===== src/rtl/ptwalk_pkg.sv =====
package ptwalk_pkg;
  localparam int VA_W  = 48;
  localparam int PA_W  = 52;
  localparam int PTE_W = 64;
  localparam int IDX_W = 10;
  localparam int LVL_W = 2;
  localparam int PG_SH = 12;

  localparam int B_P   = 0;
  localparam int B_W   = 1;
  localparam int B_U   = 2;
  localparam int B_PCD = 4;
  localparam int B_PS  = 7;
  localparam int B_G   = 8;
  localparam int B_NX  = 63;
  localparam int B_PAT_SMALL = 7;
  localparam int B_PAT_LARGE = 12;

  typedef enum logic [1:0] {PM_TWO = 2'd0, PM_THREE = 2'd1, PM_FOUR = 2'd2} pmode_e;
  typedef enum logic [1:0] {ACC_READ = 2'd0, ACC_WRITE = 2'd1, ACC_FETCH = 2'd2} acc_e;
  typedef enum logic [1:0] {PG_4K = 2'd0, PG_2M = 2'd1, PG_4M = 2'd2} pgsz_e;

  function automatic pmode_e f_norm_mode(input logic [1:0] m);
    return (m == 2'd3) ? PM_TWO : pmode_e'(m);
  endfunction

  function automatic logic [LVL_W-1:0] f_start_lvl(input pmode_e m);
    case (m)
      PM_FOUR:  return 2'd3;
      PM_THREE: return 2'd2;
      default:  return 2'd1;
    endcase
  endfunction

  function automatic logic [IDX_W-1:0] f_index(input pmode_e m, input logic [LVL_W-1:0] lvl,
                                               input logic [VA_W-1:0] va);
    logic [IDX_W-1:0] r;
    case (m)
      PM_FOUR:  r = {1'b0, va[PG_SH + 9*lvl +: 9]};
      PM_THREE: r = (lvl == 2'd2) ? {8'b0, va[31:30]} : {1'b0, va[PG_SH + 9*lvl[0] +: 9]};
      default:  r = va[PG_SH + 10*lvl[0] +: 10];
    endcase
    return r;
  endfunction

  function automatic logic [PA_W-1:0] f_entry_addr(input pmode_e m, input logic [PA_W-1:0] base,
                                                   input logic [IDX_W-1:0] idx);
    if (m == PM_TWO) return base + {{(PA_W-IDX_W-2){1'b0}}, idx, 2'b00};
    return base + {{(PA_W-IDX_W-3){1'b0}}, idx, 3'b000};
  endfunction

  function automatic logic [PA_W-1:0] f_root_base(input pmode_e m, input logic [PA_W-1:0] root);
    case (m)
      PM_FOUR:  return {root[PA_W-PG_SH-1:0], {PG_SH{1'b0}}};
      PM_THREE: return {root[PA_W-6:0], 5'b0};
      default:  return {20'b0, root[19:0], {PG_SH{1'b0}}};
    endcase
  endfunction

  function automatic logic [VA_W-1:0] f_page_mask(input pgsz_e sz);
    case (sz)
      PG_2M:   return VA_W'(48'h1F_FFFF);
      PG_4M:   return VA_W'(48'h3F_FFFF);
      default: return VA_W'(48'hFFF);
    endcase
  endfunction

  function automatic logic [VA_W-1:0] f_align(input logic [VA_W-1:0] va, input pgsz_e sz);
    return va & ~f_page_mask(sz);
  endfunction

  function automatic acc_e f_report_acc(input acc_e a, input logic nxe);
    return (a == ACC_FETCH && !nxe) ? ACC_READ : a;
  endfunction
endpackage


===== src/rtl/ptwalk_addr.sv =====
module ptwalk_addr
  import ptwalk_pkg::*;
(
  input  pmode_e           mode,
  input  logic [LVL_W-1:0] lvl,
  input  logic [VA_W-1:0]  va,
  input  logic [PA_W-1:0]  base,
  output logic [PA_W-1:0]  addr
);
  logic [IDX_W-1:0] idx;
  assign idx  = f_index(mode, lvl, va);
  assign addr = f_entry_addr(mode, base, idx);
endmodule


===== src/rtl/ptwalk_decode.sv =====
module ptwalk_decode
  import ptwalk_pkg::*;
(
  input  pmode_e           mode,
  input  logic [LVL_W-1:0] lvl,
  input  logic             pse,
  input  logic             nxe,
  input  acc_e             acc,
  input  logic [PTE_W-1:0] rsp,
  output logic             e_p,
  output logic             e_w,
  output logic             e_u,
  output logic             e_nx,
  output logic             perm_lvl,
  output logic             top_perm,
  output logic             fault,
  output logic             leaf,
  output pgsz_e            leaf_sz,
  output logic [PA_W-1:0]  leaf_pa,
  output logic             leaf_pat,
  output logic             leaf_g,
  output logic             leaf_uc,
  output logic [PA_W-1:0]  next_base
);
  logic [PTE_W-1:0] pte;
  logic             nx_hit;

  assign pte      = (mode == PM_TWO) ? {32'b0, rsp[31:0]} : rsp;
  assign e_p      = pte[B_P];
  assign e_w      = pte[B_W];
  assign e_u      = pte[B_U];
  assign e_nx     = (mode != PM_TWO) && pte[B_NX];
  assign perm_lvl = !(mode == PM_THREE && lvl == 2'd2);
  assign top_perm = (mode == PM_FOUR) ? (lvl == 2'd3) : (lvl == 2'd1);
  assign nx_hit   = perm_lvl && e_nx && acc == ACC_FETCH && nxe;
  assign fault    = !e_p || nx_hit;
  assign leaf     = (lvl == 2'd0) ||
                    (lvl == 2'd1 && pte[B_PS] && (mode != PM_TWO || pse));

  always_comb begin
    if (lvl == 2'd0) leaf_sz = PG_4K;
    else if (mode == PM_TWO) leaf_sz = PG_4M;
    else leaf_sz = PG_2M;
  end

  always_comb begin
    case (leaf_sz)
      PG_2M:   leaf_pa = {pte[51:21], 21'b0};
      PG_4M:   leaf_pa = {12'b0, pte[20:13], pte[31:22], 22'b0};
      default: leaf_pa = (mode == PM_TWO) ? {20'b0, pte[31:12], 12'b0} : {pte[51:12], 12'b0};
    endcase
  end

  assign leaf_pat  = (lvl == 2'd0) ? pte[B_PAT_SMALL] : pte[B_PAT_LARGE];
  assign leaf_g    = pte[B_G];
  assign leaf_uc   = pte[B_PCD];
  assign next_base = (mode == PM_TWO) ? {20'b0, pte[31:12], 12'b0} : {pte[51:12], 12'b0};
endmodule


===== src/rtl/ptwalk.sv =====
module ptwalk
  import ptwalk_pkg::*;
(
  input  logic        clk,
  input  logic        rst_n,
  input  logic        req_valid,
  output logic        req_ready,
  input  logic [47:0] req_vaddr,
  input  logic [1:0]  req_mode,
  input  logic [51:0] req_root,
  input  logic        req_pse,
  input  logic        req_nxe,
  input  logic [1:0]  req_acc,
  output logic        mem_req_valid,
  input  logic        mem_req_ready,
  output logic [51:0] mem_req_addr,
  input  logic        mem_rsp_valid,
  input  logic [63:0] mem_rsp_data,
  output logic        fill_valid,
  output logic [47:0] fill_vaddr,
  output logic [51:0] fill_pa,
  output logic [1:0]  fill_size,
  output logic        fill_global,
  output logic        fill_uncache,
  output logic        fill_pat,
  output logic        fill_write,
  output logic        fill_user,
  output logic        fill_nx,
  output logic        fault_valid,
  output logic [47:0] fault_vaddr,
  output logic        fault_present,
  output logic [1:0]  fault_acc
);
  typedef enum logic [1:0] {ST_IDLE, ST_ISSUE, ST_WAIT} st_e;

  st_e              st;
  pmode_e           mode_q;
  logic [LVL_W-1:0] lvl_q;
  logic [VA_W-1:0]  va_q;
  logic             pse_q, nxe_q;
  acc_e             acc_q;
  logic [PA_W-1:0]  addr_q;
  logic             w_q, u_q, nx_q;

  pmode_e           req_m;
  logic [LVL_W-1:0] start_lvl, lvl_nxt;
  logic [PA_W-1:0]  start_base, start_addr, step_addr;

  logic             d_p, d_w, d_u, d_nx, d_perm, d_top, d_fault, d_leaf;
  logic             d_pat, d_g, d_uc;
  pgsz_e            d_sz;
  logic [PA_W-1:0]  d_pa, d_next;
  logic             w_nxt, u_nxt, nx_nxt;

  // named events for the checker
  logic ev_accept, ev_sent, ev_rsp, ev_fault, ev_leaf, ev_step;

  assign req_ready     = (st == ST_IDLE);
  assign mem_req_valid = (st == ST_ISSUE);
  assign mem_req_addr  = addr_q;

  assign req_m      = f_norm_mode(req_mode);
  assign start_lvl  = f_start_lvl(req_m);
  assign start_base = f_root_base(req_m, req_root);
  assign lvl_nxt    = lvl_q - 2'd1;

  ptwalk_addr u_start_addr (
    .mode(req_m), .lvl(start_lvl), .va(req_vaddr), .base(start_base), .addr(start_addr)
  );

  ptwalk_addr u_step_addr (
    .mode(mode_q), .lvl(lvl_nxt), .va(va_q), .base(d_next), .addr(step_addr)
  );

  ptwalk_decode u_decode (
    .mode(mode_q), .lvl(lvl_q), .pse(pse_q), .nxe(nxe_q), .acc(acc_q), .rsp(mem_rsp_data),
    .e_p(d_p), .e_w(d_w), .e_u(d_u), .e_nx(d_nx), .perm_lvl(d_perm), .top_perm(d_top),
    .fault(d_fault), .leaf(d_leaf), .leaf_sz(d_sz), .leaf_pa(d_pa), .leaf_pat(d_pat),
    .leaf_g(d_g), .leaf_uc(d_uc), .next_base(d_next)
  );

  assign ev_accept = req_valid && req_ready;
  assign ev_sent   = mem_req_valid && mem_req_ready;
  assign ev_rsp    = (st == ST_WAIT) && mem_rsp_valid;
  assign ev_fault  = ev_rsp && d_fault;
  assign ev_leaf   = ev_rsp && !d_fault && d_leaf;
  assign ev_step   = ev_rsp && !d_fault && !d_leaf;

  assign w_nxt  = d_perm ? (w_q & d_w) : w_q;
  assign u_nxt  = d_perm ? (u_q & d_u) : u_q;
  assign nx_nxt = d_top ? d_nx : nx_q;

  always_ff @(posedge clk or negedge rst_n) begin
    if (!rst_n) begin
      st     <= ST_IDLE;
      mode_q <= PM_TWO;
      lvl_q  <= '0;
      va_q   <= '0;
      pse_q  <= 1'b0;
      nxe_q  <= 1'b0;
      acc_q  <= ACC_READ;
      addr_q <= '0;
      w_q    <= 1'b1;
      u_q    <= 1'b1;
      nx_q   <= 1'b0;
    end else begin
      case (st)
        ST_IDLE: if (ev_accept) begin
          st     <= ST_ISSUE;
          mode_q <= req_m;
          lvl_q  <= start_lvl;
          va_q   <= req_vaddr;
          pse_q  <= req_pse;
          nxe_q  <= req_nxe;
          acc_q  <= acc_e'(req_acc);
          addr_q <= start_addr;
          w_q    <= 1'b1;
          u_q    <= 1'b1;
          nx_q   <= 1'b0;
        end
        ST_ISSUE: if (ev_sent) st <= ST_WAIT;
        ST_WAIT: if (ev_rsp) begin
          w_q  <= w_nxt;
          u_q  <= u_nxt;
          nx_q <= nx_nxt;
          if (ev_step) begin
            st     <= ST_ISSUE;
            lvl_q  <= lvl_nxt;
            addr_q <= step_addr;
          end else begin
            st <= ST_IDLE;
          end
        end
        default: st <= ST_IDLE;
      endcase
    end
  end

  always_ff @(posedge clk or negedge rst_n) begin
    if (!rst_n) begin
      fill_valid    <= 1'b0;
      fill_vaddr    <= '0;
      fill_pa       <= '0;
      fill_size     <= PG_4K;
      fill_global   <= 1'b0;
      fill_uncache  <= 1'b0;
      fill_pat      <= 1'b0;
      fill_write    <= 1'b0;
      fill_user     <= 1'b0;
      fill_nx       <= 1'b0;
      fault_valid   <= 1'b0;
      fault_vaddr   <= '0;
      fault_present <= 1'b0;
      fault_acc     <= ACC_READ;
    end else begin
      fill_valid  <= ev_leaf;
      fault_valid <= ev_fault;
      if (ev_leaf) begin
        fill_vaddr   <= f_align(va_q, d_sz);
        fill_pa      <= d_pa;
        fill_size    <= d_sz;
        fill_global  <= d_g;
        fill_uncache <= d_uc;
        fill_pat     <= d_pat;
        fill_write   <= w_nxt;
        fill_user    <= u_nxt;
        fill_nx      <= nx_nxt;
      end
      if (ev_fault) begin
        fault_vaddr   <= va_q;
        fault_present <= d_p;
        fault_acc     <= f_report_acc(acc_q, nxe_q);
      end
    end
  end
endmodule


===== config.mk =====
export PLATFORM = sky130hd
export DESIGN_NAME = ptwalk
export DESIGN_NICKNAME = d
export VERILOG_FILES = /design/src/rtl/ptwalk_pkg.sv /design/src/rtl/ptwalk_addr.sv /design/src/rtl/ptwalk_decode.sv /design/src/rtl/ptwalk.sv
export SDC_FILE = /design/constraint.sdc
export NUM_CORES = 1
export LEC_CHECK = 0
export ABC_AREA = 1
export BUFFER_PORTS_ARGS = -buffer_cell sky130_fd_sc_hd__buf_2
export CAP_MARGIN = 25
export CORE_AREA = 3 3 186 188
export DETAILED_ROUTE_END_ITERATION = 6
export DIE_AREA = 0 0 189 191
export PLACE_DENSITY = 0.72
export SLEW_MARGIN = 20
export SYNTH_ARGS = -nofsm -noshare
export SYNTH_HDL_FRONTEND = slang
export SYNTH_SLANG_ARGS = --single-unit

===== constraint.sdc =====
create_clock -name clk -period 3 [get_ports clk]
set_clock_uncertainty 0.15 [all_clocks]
set_input_delay 0.45 -clock clk [delete_from_list [all_inputs] [get_ports clk]]
set_output_delay 0.45 -clock clk [all_outputs]
set_load 0.02 [all_outputs]

# Word-level counts from Yosys, hierarchy flattened
# Cells that the tools add are included.
[word_totals]
register_bits = 274
wordCells = 151
[op_classes]
addsub = 11
multipliers = 6
eq_ne = 19
shifts = 6
mux = 47
bitwise_logic = 4
reduce_logical = 33
[op_table]
columns = ["operator", "n"]
rows = [
  ["2-to-1 mux 52 bit", 8],
  ["one-hot mux 52 bit (2 select lines)", 3],
  ["indexed part select 48 x 33 -> 9 bit", 4],
  ["adder 52 x 12 -> 52 bit", 2],
  ["adder 52 x 13 -> 52 bit", 2],
  ["indexed part select 48 x 33 -> 10 bit", 2],
  ["2-to-1 mux 64 bit", 1],
  ["bitwise AND 48 bit", 1],
  ["2-to-1 mux 48 bit", 1],
  ["NOT 48 bit", 1],
  ["one-hot mux 22 bit (2 select lines)", 1],
  ["one-hot mux 10 bit (2 select lines)", 2],
  ["adder 4 x 5 -> 6 bit (first input constant)", 4],
  ["== test 2 bit (second input constant)", 10],
  ["2-to-1 mux 2 bit", 10],
  ["2-to-1 mux 9 bit", 2],
  ["logical AND 1 bit", 15],
  ["adder 4 x 6 -> 7 bit (first input constant)", 2],
  ["2-to-1 mux 1 bit", 13],
  ["multiplier 4 x 2 -> 6 bit (first input constant)", 2],
  ["== test 2 x 1 -> 1 bit (second input constant)", 5],
  ["multiplier 4 x 1 -> 5 bit (first input constant)", 2],
  ["zero test 2 bit", 4],
  ["multiplier 3 x 1 -> 4 bit (first input constant)", 2],
  ["other kinds (13)", 27],
]

# Logic depth before layout (Yosys ltp)
# Gate-level depths: netlist of the first run.
[depth]
word_depth = 14
depth_mapped = 24
ltp_nobuf = 23

# Hierarchy
# From an unflattened synthesis of the first run, not the netlist that was laid out.
[hier_totals]
cells_unflattened = 3361
area_unflattened_um2 = 21274.2
[by_module_without_submodules]
columns = ["module", "n_inst", "cells_each", "area_per_inst_um2"]
rows = [
  ["ptwalk", 1, 1328, 11462.2],
  ["ptwalk_addr (u_start_addr)", 1, 917, 4426.7],
  ["ptwalk_addr (u_step_addr)", 1, 942, 4408.0],
  ["ptwalk_decode", 1, 174, 977.2],
]

# Worst setup path after synthesis of the first run
# OpenSTA, ideal clock, no wires.
[synth_path]
path_kind = "input to register"
start = "in req_mode[0]"
end = "reg addr_q[31], in the netlist mem_req_addr[31]"
setup_time_ns = 0.116
arrival_ns = 3.516
t_required_ns = 2.734
path_slack_ns = -0.783
cell_stages = 23
path_buffers = 4
cell_sequence = "inv_1 -> ha_1 -> inv_2 -> buf_6 -> buf_6 -> buf_4 -> clkbuf_1 -> o311ai_0 -> ha_1 -> inv_1 -> fa_1 -> inv_1 -> nand3_1 -> nand3_1 -> nand2_1 -> nand2_1 -> nand2_1 -> a21oi_4 -> nand3_1 -> nand3_1 -> nand2_1 -> nand2_1 -> nand2_1"
[synth_between]
elab_chain_cells = 14
word_cells_on_any_way = 26
[synth_rtl]
columns = ["item", "line", "rtl"]
rows = [
  ["start: declaration", "ptwalk.sv:9", "input logic [1:0] req_mode,"],
  ["== test 2 bit", "ptwalk_pkg.sv:24", "return (m == 2'd3) ? PM_TWO : pmode_e'(m);"],
  ["2-to-1 mux 2 bit *", "ptwalk_pkg.sv:24", ""],
  ["== test 2 x 1 -> 1 bit / == test 2 bit (equally long branches)", "ptwalk_pkg.sv:28, ptwalk_pkg.sv:38, ptwalk_pkg.sv:53", ""],
  ["one-hot mux 2 bit (2 select lines)", "ptwalk_pkg.sv:28", "case (m)"],
  ["multiplier 4 x 1 -> 5 bit", "ptwalk_pkg.sv:40", "PM_THREE: r = (lvl == 2'd2) ? {8'b0, va[31:30]} : {1'b0, va[PG_SH + 9*lvl[0] +: 9]};"],
  ["adder 4 x 5 -> 6 bit", "ptwalk_pkg.sv:40", ""],
  ["indexed part select 48 x 33 -> 9 bit", "ptwalk_pkg.sv:40", ""],
  ["2-to-1 mux 9 bit", "ptwalk_pkg.sv:40", ""],
  ["one-hot mux 10 bit (2 select lines)", "ptwalk_pkg.sv:38", "case (m)"],
  ["adder 52 x 12 -> 52 bit", "ptwalk_pkg.sv:48", "if (m == PM_TWO) return base + {{(PA_W-IDX_W-2){1'b0}}, idx, 2'b00};"],
  ["2-to-1 mux 52 bit", "ptwalk_pkg.sv:48", ""],
  ["2-to-1 mux 52 bit *", "ptwalk_pkg.sv:49", "return base + {{(PA_W-IDX_W-3){1'b0}}, idx, 3'b000};"],
  ["2-to-1 mux 52 bit *", "ptwalk.sv:108", "ST_IDLE: if (ev_accept) begin"],
  ["one-hot mux 52 bit (2 select lines) *", "ptwalk.sv:107", "case (st)"],
  ["end signal: assignment", "ptwalk.sv:116", "addr_q <= start_addr;"],
  ["end signal: assignment", "ptwalk.sv:129", "addr_q <= step_addr;"],
  ["end: declaration", "ptwalk.sv:42", "logic [PA_W-1:0] addr_q;"],
]
# Mark *: on every way between the ends. The rest lies on a longest branch, timed or not. The select of a mux whose other input is x is not followed.
# A chain may end at the register's enable or synchronous reset.

# Worst setup path after layout of the first run
[layout_path]
start = "reg mode_q[0]"
end = "reg addr_q[25], in the netlist mem_req_addr[25]"
[layout_between]
elab_chain_cells = 12
word_cells_on_any_way = 30
[layout_rtl]
columns = ["item", "line", "rtl"]
rows = [
  ["start: declaration", "ptwalk.sv:37", "pmode_e mode_q;"],
  ["start signal: assignment", "ptwalk.sv:110", "mode_q <= req_m;"],
  ["branches (longest 12 deep; another with adder 52 x 12 -> 52 bit)", "-", ""],
]
# Several ways; the timed one is not identified. The select of a mux whose other input is x is not followed.

==> impl_table.tex, run 1 <==
\begin{tabular}{lr}
\hline
Metric & Value \\
\hline
\multicolumn{2}{l}{\textbf{Run status}} \\
Outcome & complete, no violations \\
\multicolumn{2}{l}{\textbf{Global route}} \\
Initial antenna violation count & 2 \\
Wire length of the first global-routing pass & 85.0 mm \\
Total congestion overflow after global routing & 0 \\
Vias in the first global route & 15100 \\
Total Routing Usage GR & 29.7\% \\
Pin count of the biggest net entering global routing & 162 \\
\multicolumn{2}{l}{\textbf{Layout}} \\
Number of filler cells placed in the layout & 3211 \\
Final Core Density & 58.4\% \\
Register Area & 6210 um2 \\
Multi-input gate area & 7640 um2 \\
Layout Nets & 2767 \\
Fraction of final layout cells sized beyond drive strength 1 & 25.4\% \\
Area growth from synthesis to layout & 31.3\% \\
\multicolumn{2}{l}{\textbf{Job}} \\
Max\_cap viols & 0 \\
\multicolumn{2}{l}{\textbf{Floorplanning}} \\
Core Footprint & 33300 um2 \\
Vertical die dimension & 191 um \\
\# IOs & 390 \\
DIE WIDTH & 189 um \\
Number of standard-cell rows in the floorplan & 67 \\
Initial Utilization & 44.5\% \\
Die ar. & 36100 um2 \\
\multicolumn{2}{l}{\textbf{Synth}} \\
Fraction of the mapped netlist area in adder cells & 2.00\% \\
Combinational family with the most area after synthesis & simple AND/OR/NAND/NOR gates \\
Flop and latch count out of synthesis & 248 \\
Yosys Warn Count & 0 \\
Async S/R FF share, synth & 100\% \\
Share of synthesized area spent on multiplexers & 0\% \\
Complex-gate fraction of the synthesized area & 14.8\% \\
Top flip-flop cell by instance count after synthesis & sky130\_fd\_sc\_hd\_\_dfrtp\_1 \\
Simple-gate share of the synthesized area & 31.0\% \\
Post-synthesis share of cell area spent on xor and xnor gates & 1.07\% \\
Number of enable flip-flop cells after synthesis & 0 \\
Share of synthesized area occupied by flip-flops and latches & 42.0\% \\
Cell area after synthesis & 14800 um2 \\
Mapped Cells & 2102 \\
Number of different library cells in the post-synthesis netlist & 48 \\
Syn Area/Cell & 7.04 um2 \\
\multicolumn{2}{l}{\textbf{STA}} \\
Setup TNS & 0 ps \\
Headroom to the max-slew limit & 30.5\% \\
Number of setup violations in the final report & 0 \\
Peak clock frequency supported by timing & 347 MHz \\
Final slew viol count & 0 \\
Transition at the pin with the smallest max-transition slack & 1040 ps \\
Final hold viol count & 0 \\
Final cycle utilization of the critical path & 96.0\% \\
Min Clock Period, post-route & 2880 ps \\
\multicolumn{2}{l}{\textbf{Placement}} \\
Routability congestion estimate from global placement & 0.978 \\
Detailed placement HPWL & 43.4 mm \\
Port Buffers & 341 \\
\multicolumn{2}{l}{\textbf{Drt}} \\
Final routed DRC violation total & 0 \\
Iter 0 DRT Violations & 1435 \\
First drt pass iteration count & 5 \\
DRT antenna net count & 0 \\
Routed via count divided by cell count & 5.24 \\
Average wire per cell in the routed design & 18.1 um \\
Vias after detailed routing & 15900 \\
Final wirelength & 55.0 mm \\
\multicolumn{2}{l}{\textbf{Clocking}} \\
Clock transition at the registers of the reported paths & 60 ps \\
Number of H-tree levels & 1 \\
Cts bufs inserted & 28 \\
CTS Root Buffer Type & sky130\_fd\_sc\_hd\_\_clkbuf\_16 \\
Clock sink count & 248 \\
Number of buffers on the longest clock path & 3 \\
CTS tree & yes \\
Worst-Skew Late Latency & 550 ps \\
\multicolumn{2}{l}{\textbf{Pwr}} \\
Maximum VDD drop & 0.000548 V \\
Power dissipated by switching net loads & 8360 uW \\
Leakage & 0.00985 uW \\
Logic pwr share & 49.0\% \\
Sequential Power Share & 32.2\% \\
Overall power after layout & 18200 uW \\
Total power per unit cell area & 935 nW/um2 \\
Switching share of total power & 46.0\% \\
Cell-internal power & 9820 uW \\
Clock power frac & 18.8\% \\
\multicolumn{2}{l}{\textbf{Critical path}} \\
Signal arrival time at the worst endpoint & 3190 ps \\
Kind of end point of the critical path & flip-flop \\
Largest fanout of any net on the critical path & 3 \\
Required arrival time at the worst endpoint & 3310 ps \\
Worst setup path class & reg2reg \\
Startpoint type of the worst setup path & flip-flop \\
\multicolumn{2}{l}{\textbf{Worst hold path}} \\
Min-delay worst type & in2reg \\
\hline
\end{tabular}
==> cell usage after synthesis, types with 12 or more instances <==
cell                       count  share of area [%]
sky130_fd_sc_hd__nor3_1       12               0.41
sky130_fd_sc_hd__buf_4        31                1.6
sky130_fd_sc_hd__nand2_1     669                 17
sky130_fd_sc_hd__nand3_1     129                4.4
sky130_fd_sc_hd__nand4_1      29                1.2
sky130_fd_sc_hd__dfrtp_1     246                 42
sky130_fd_sc_hd__o211ai_1     22                1.1
sky130_fd_sc_hd__xor2_1       15               0.89
sky130_fd_sc_hd__inv_1       187                4.7
sky130_fd_sc_hd__o31ai_1      24                1.2
sky130_fd_sc_hd__o21ai_0     206                7.0
sky130_fd_sc_hd__ha_1         22                1.9
sky130_fd_sc_hd__buf_2        20               0.68
sky130_fd_sc_hd__nor2_1      229                5.8
sky130_fd_sc_hd__clkbuf_1     63                1.6
sky130_fd_sc_hd__a21oi_1      79                2.7
sky130_fd_sc_hd__nand2_2      13               0.55
sky130_fd_sc_hd__a31oi_1      14               0.59
==> final cells by class <==
class                      instances  area share (%)
sequential                       248            31.9
clock inverter                    13           0.715
multi-input combinational       1564            39.3
antenna                            1          0.0129
tap                              448            2.88
timing repair buffer             530            17.2
inverter                         197            3.89
clock buffer                      38            4.06
==> repair_timing <==
action / in CTS / in global routing
pin swaps: 2 / 25
endpoints found under the hold margin: 96 / 0
buffers inserted: 0 / 8
setup endpoints to repair: 7 / 40
hold buffers: 29 / 0
resized for setup: 4 / 57
gates cloned: 0 / 0
==> worst paths after layout <==
| check | depth (start not counted) | from | end | slack [ps] |
|---|---|---|---|---|
| hold / removal | 3 | req_vaddr[20] | va_q[20] | 10 |
| setup reg to reg | 15 | mode_q[0] | mem_req_addr[25] | 120 |
| max in group asynchronous | 3 | rst_n | fill_vaddr[37] | 1530 |
| hold reg to reg | 2 | fault_vaddr[3] | fault_vaddr[3] | 320 |
| setup / recovery | 15 | mode_q[0] | mem_req_addr[25] | 120 |
| min in group asynchronous | 2 | rst_n | fill_pa[50] | 300 |
==> metal layers <==
metal	vias to the layer above	share of wire [%]	track usage, %
met5	-	0.024	0
met4	2	2.6	7.10
met3	90	8.1	5.13
met2	663	44	46.8
met1	7473	45	42.7
li1	7682	-	-
==> placed cells by master (no fill, tap or decap), drive strengths merged <==
master,n
nand3,131
a31oi,14
a221oi,1
a32oi,1
o31ai,24
ha,22
a211o,1
o311ai,1
clkbuf,39
nor2,246
inv,197
o21a,8
dlygate4sd3,29
bufinv,2
xor2,15
dfstp,2
o21ai,210
o22ai,1
nand3b,7
clkinvlp,1
or2,3
nand4,29
o221ai,8
fa,1
dfrtp,246
o21bai,6
xnor2,3
diode,1
clkinv,10
a211oi,2
a22oi,2
nand2,683
conb,27
a21oi,82
o211ai,22
nor3,12
o2111ai,2
buf,500
==> power groups by stage <==
stage	sequential [uW]	combinational, uW	clock [uW]
2_1_floorplan	7040	3930	0
3_3_place_gp	5830	8540	0
3_5_place_dp	5890	8660	0
4_1_cts	5850	8760	3480
5_1_grt	6020	9770	3620
6_report	5860	8900	3420
==> per-stage QoR <==
step	instances	setup slack (ps)	hold WS (ps)	cell area, um2
after floorplan	2128	-333	4.41	15000
after global placement	2951	-559	298	17900
after detailed placement	2951	-597	305	17900
after CTS	3031	28.2	0.282	19200
after global routing	3039	-35.7	13.9	19400
final	3039	121	14.8	19400
==> sequential cells by signal, summed over array words and instances, names as in the netlist, 2 cells and up <==
name,flops
fill_vaddr,36
acc_q,2
lvl_q,2
st,2
mode_q,2
fill_pa,40
mem_req_addr,50
fill_size,2
va_q,48
fault_acc,2
fault_vaddr,48
==> logic make-up after synthesis <==
kind of cell | after synthesis
simple gates | 1111
flops | 248
compound gates | 385
xor+xnor | 18
buf+inv | 316
fa+ha+maj | 23
other cells | 1
==> worst max-delay path, cell delays in order (launching register included) <==
cell and delay [ps]:
sky130_fd_sc_hd__dfrtp_1 380, sky130_fd_sc_hd__inv_1 130, sky130_fd_sc_hd__ha_4 240, sky130_fd_sc_hd__a211oi_4 260, sky130_fd_sc_hd__ha_2 270, sky130_fd_sc_hd__buf_4 140, sky130_fd_sc_hd__nand3_1 110, sky130_fd_sc_hd__inv_1 110
sky130_fd_sc_hd__nand2_1 110, sky130_fd_sc_hd__nor2_4 140, sky130_fd_sc_hd__nand2_1 100, sky130_fd_sc_hd__nor2_2 120, sky130_fd_sc_hd__nand2_1 80, sky130_fd_sc_hd__xor2_1 200, sky130_fd_sc_hd__nand2_1 80, sky130_fd_sc_hd__a31oi_1 180
(Power assumes the default switching activity.)
==> run 2, diff against run 1 <==
- CORE_AREA: 3 3 186 188 -> 3 3 222 224
- DIE_AREA: 0 0 189 191 -> 0 0 225 227
- PLACE_DENSITY: 0.72 -> 0.69
- SYNTH_HIERARCHICAL: unset -> 1
==> run 2 against run 1 <==
  * Register-to-register slack got worse by 30 ps
  * Via count increased by 54%
  * Largest cell class unchanged
  * Non-clock buffer count is 253 higher
  * Critical path depth grew 13
  * Largest power group unchanged
  * Synthesized cell count rose by 60%
  * Core utilization increased by 3.2 points
  * The flow now finishes with violations (setup timing)
==> impl_table.tex, run 2 <==
\begin{tabular}{lr}
\hline
Metric & Value \\
\hline
\multicolumn{2}{l}{\textbf{Critical path}} \\
Largest fanout of any net on the critical path & 5 (was 3) \\
Startpoint type of the worst setup path & input pin (was flip-flop) \\
Signal arrival time at the worst endpoint & 3420 ps (was 3190 ps) \\
Kind of end point of the critical path & flip-flop (unchanged) \\
Required arrival time at the worst endpoint & 3370 ps (was 3310 ps) \\
Slowest-stage cell, CP & sky130\_fd\_sc\_hd\_\_ha\_4 (was sky130\_fd\_sc\_hd\_\_dfrtp\_1) \\
Most frequent cell on the critical path & sky130\_fd\_sc\_hd\_\_nand2\_1 (unchanged) \\
Worst setup path class & in2reg (was reg2reg) \\
Largest incremental delay on the critical path & 360 ps (was 380 ps) \\
\multicolumn{2}{l}{\textbf{Floorplanning}} \\
Die ar. & 51100 um2 (was 36100 um2) \\
Vertical die dimension & 227 um (was 191 um) \\
\# IOs & 390 (unchanged) \\
Core Footprint & 47500 um2 (was 33300 um2) \\
DIE WIDTH & 225 um (was 189 um) \\
Initial Utilization & 44.7\% (was 44.5\%) \\
Number of standard-cell rows in the floorplan & 80 (was 67) \\
\multicolumn{2}{l}{\textbf{Synth}} \\
Largest cells by area after synthesis & sky130\_fd\_sc\_hd\_\_dfrtp\_1, sky130\_fd\_sc\_hd\_\_nand2\_1, sky130\_fd\_sc\_hd\_\_inv\_1 (was sky130\_fd\_sc\_hd\_\_dfrtp\_1, sky130\_fd\_sc\_hd\_\_nand2\_1, sky130\_fd\_sc\_hd\_\_o21ai\_0) \\
Most frequent cell after synthesis & sky130\_fd\_sc\_hd\_\_nand2\_1 (unchanged) \\
Flop and latch count out of synthesis & 262 (was 248) \\
Post-synth top cells & sky130\_fd\_sc\_hd\_\_nand2\_1, sky130\_fd\_sc\_hd\_\_inv\_1, sky130\_fd\_sc\_hd\_\_dfrtp\_1, sky130\_fd\_sc\_hd\_\_nand3\_1, sky130\_fd\_sc\_hd\_\_nor2\_1 (was sky130\_fd\_sc\_hd\_\_nand2\_1, sky130\_fd\_sc\_hd\_\_dfrtp\_1, sky130\_fd\_sc\_hd\_\_nor2\_1, sky130\_fd\_sc\_hd\_\_o21ai\_0, sky130\_fd\_sc\_hd\_\_inv\_1) \\
Number of different library cells in the post-synthesis netlist & 59 (was 48) \\
Area leader, netlist & sky130\_fd\_sc\_hd\_\_dfrtp\_1 (unchanged) \\
Yosys Warn Count & 6 (was 0) \\
Number of enable flip-flop cells after synthesis & 0 (unchanged) \\
Share of synthesized area occupied by flip-flops and latches & 30.8\% (was 42.0\%) \\
Area fraction of the dominant cell type after synthesis & 30.6\% (was 41.6\%) \\
Cell area after synthesis & 21300 um2 (was 14800 um2) \\
Syn Area/Cell & 6.33 um2 (was 7.04 um2) \\
Top flip-flop cell by instance count after synthesis & sky130\_fd\_sc\_hd\_\_dfrtp\_1 (unchanged) \\
Async S/R FF share, synth & 100\% (unchanged) \\
Mapped Cells & 3361 (was 2102) \\
\multicolumn{2}{l}{\textbf{STA}} \\
Transition at the pin with the smallest max-transition slack & 726 ps (was 1040 ps) \\
Min Clock Period, post-route & 3040 ps (was 2880 ps) \\
Number of setup violations in the final report & 8 (was 0) \\
Hold WS & 19.7 ps (was 14.8 ps) \\
Headroom to the max-slew limit & 51.4\% (was 30.5\%) \\
Final hold viol count & 0 (unchanged) \\
Least setup slack across all paths after layout & -44.2 ps (was 121 ps) \\
RSZ-0062 raised after global routing & true \\
Final cycle utilization of the critical path & 101\% (was 96.0\%) \\
Peak clock frequency supported by timing & 328 MHz (was 347 MHz) \\
Final slew viol count & 0 (unchanged) \\
\multicolumn{2}{l}{\textbf{Layout}} \\
Top library cells by usage in the layout, fill and taps aside & sky130\_fd\_sc\_hd\_\_nand2\_1, sky130\_fd\_sc\_hd\_\_buf\_4, sky130\_fd\_sc\_hd\_\_buf\_2 (was sky130\_fd\_sc\_hd\_\_nand2\_1, sky130\_fd\_sc\_hd\_\_buf\_2, sky130\_fd\_sc\_hd\_\_dfrtp\_1) \\
Area growth from synthesis to layout & 37.6\% (was 31.3\%) \\
Number of cells in the finished layout apart from fillers & 4666 (was 3039) \\
Most common cell after layout, fill and taps aside & sky130\_fd\_sc\_hd\_\_nand2\_1 (unchanged) \\
Layout Nets & 4255 (was 2767) \\
Number of filler cells placed in the layout & 4392 (was 3211) \\
Fraction of final layout cells sized beyond drive strength 1 & 31.7\% (was 25.4\%) \\
\multicolumn{2}{l}{\textbf{Clocking}} \\
Worst-Skew Late Latency & 600 ps (was 550 ps) \\
CTS Root Buffer Type & sky130\_fd\_sc\_hd\_\_clkbuf\_16 (unchanged) \\
CTS tree & yes (unchanged) \\
Cts bufs inserted & 30 (was 28) \\
Number of H-tree levels & 1 (unchanged) \\
Number of buffers on the longest clock path & 3 (unchanged) \\
Clock sink count & 262 (was 248) \\
Clock transition at the registers of the reported paths & 60 ps (about the same) \\
\multicolumn{2}{l}{\textbf{Pwr}} \\
Leakage & 0.0160 uW (was 0.00985 uW) \\
Maximum VDD drop & 0.000697 V (was 0.000548 V) \\
Overall power after layout & 26700 uW (was 18200 uW) \\
Total power per unit cell area & 912 nW/um2 (was 935 nW/um2) \\
\multicolumn{2}{l}{\textbf{Job}} \\
Max\_cap viols & 0 (unchanged) \\
\multicolumn{2}{l}{\textbf{Drt}} \\
Average wire per cell in the routed design & 18.1 um (about the same) \\
Iter 0 DRT Violations & 2280 (was 1435) \\
Vias after detailed routing & 24600 (was 15900) \\
Final routed DRC violation total & 0 (unchanged) \\
Routed via count divided by cell count & 5.27 (was 5.24) \\
First drt pass iteration count & 5 (unchanged) \\
DRT antenna net count & 0 (unchanged) \\
Final wirelength & 84.6 mm (was 55.0 mm) \\
\multicolumn{2}{l}{\textbf{Worst hold path}} \\
Min-delay worst type & in2reg (unchanged) \\
\multicolumn{2}{l}{\textbf{Global route}} \\
Vias in the first global route & 22900 (was 15100) \\
Initial antenna violation count & 5 (was 2) \\
Wire length of the first global-routing pass & 128 mm (was 85.0 mm) \\
Total Routing Usage GR & 31.9\% (was 29.7\%) \\
Total congestion overflow after global routing & 0 (unchanged) \\
Pin count of the biggest net entering global routing & 82 (was 162) \\
\multicolumn{2}{l}{\textbf{Placement}} \\
Routability congestion estimate from global placement & 1.03 (was 0.978) \\
Cell Count Post-Placement & 4536 (was 2951) \\
Port Buffers & 355 (was 341) \\
Detailed placement HPWL & 66.6 mm (was 43.4 mm) \\
Worst setup timing slack at the placement stage & -881 ps (was -597 ps) \\
\multicolumn{2}{l}{\textbf{Run status}} \\
Failing checks & setup timing \\
Outcome & complete, but fails checks (was complete, no violations) \\
\hline
\end{tabular}
## run 2: cell types whose count changed in the layout (fill, tap and decap cells not counted), sizes merged, moves of 15 or more
cell,delta
ha,+31
inv,+191
mux2,+39
nand3,+117
conb,+19
nand4,+21
nor3,+21
buf,+244
nand2,+724
nor2,+21
o21ai,-51
o211ai,-15
o22ai,+33
## run 2: routing by layer
metal	GRT usage (%)	wire, um	up-vias
met4	12.4	3800	2
met3	4.05	5970	210
met1	42.2	34700	11500
met5	0	18	-
met2	53.6	40000	997
li1	-	-	11800
## run 2: kinds of logic (layout without fill, tap and decap cells)
group	Yosys count	count (layout)	synth area share [%]
AO/OA/AOI/OAI	349	349	9.47
multiplexers	40	40	2.11
buffers and inverters	584	1226	12.6
XOR/XNOR	40	40	1.65
adder cells (fa/ha/maj)	57	57	3.49
other	2	50	0.0353
AND/OR/NAND/NOR	2027	2027	39.9
flip-flops	262	262	30.8
## run 2: per-stage QoR
step / instance area (um2) / setup TNS, ps / utilization (%)
finish: 29300 / -179 / 61.6
global route: 29300 / -4690 / 61.6
CTS: 27700 / -9.81 / 58.2
detailed placement: 26000 / -33590 / 54.7
global placement: 26000 / -31370 / 54.7
floorplan: 21900 / -6590 / -
## run 2: worst max-delay path: cells and delay by family
kind                       cells  cell delay, ps
AOI/OAI and AO/OA              5             550
and+or+nand+nor               12             820
buffers and inverters          8             910
adders and majority gates      3             680
## run 2: path summary, 6_finish.rpt
kind / startpoint / end / slack, ps / cells after the start
max: req_mode[1] / mem_req_addr[39] / -40 / 28
min: req_vaddr[39] / va_q[39] / 20 / 3
max reg2reg: lvl_q[1] / mem_req_addr[9] / 90 / 19
min reg2reg: va_q[7] / fault_vaddr[7] / 310 / 2
max in group asynchronous: rst_n / va_q[42] / 1570 / 3
min in group asynchronous: rst_n / fill_global / 280 / 2
## run 2: report_power, final
part	leakage (uW)	total, uW	internal [uW]	switching (uW)
Sequential	0.00329	6180	5090	1090
Combinational	0.0122	16800	6000	10800
Clock	0.000496	3740	2150	1590
Total	0.0160	26700	13200	13400
## run 2: layout make-up
| cell class | count | area, um2 | area share [%] |
|---|---|---|---|
| Multi-Input combinational cell | 2559 | 14100 | 48.1 |
| Sequential cell | 262 | 6560 | 22.4 |
| Timing Repair Buffer | 783 | 5370 | 18.3 |
| Inverter | 387 | 1490 | 5.09 |
| Clock buffer | 42 | 886 | 3.03 |
| Tap cell | 615 | 769 | 2.63 |
| Clock inverter | 14 | 125 | 0.427 |
| Antenna cell | 4 | 10.0 | 0.0342 |
## run 2: repair_timing
action | CTS | global route
pin swaps | 10 | 187
resized for setup | 66 | 348
setup endpoints to repair | 45 | 48
hold endpoints to repair | 110 | 0
buffers inserted | 4 | 32
hold buffers | 39 | 0
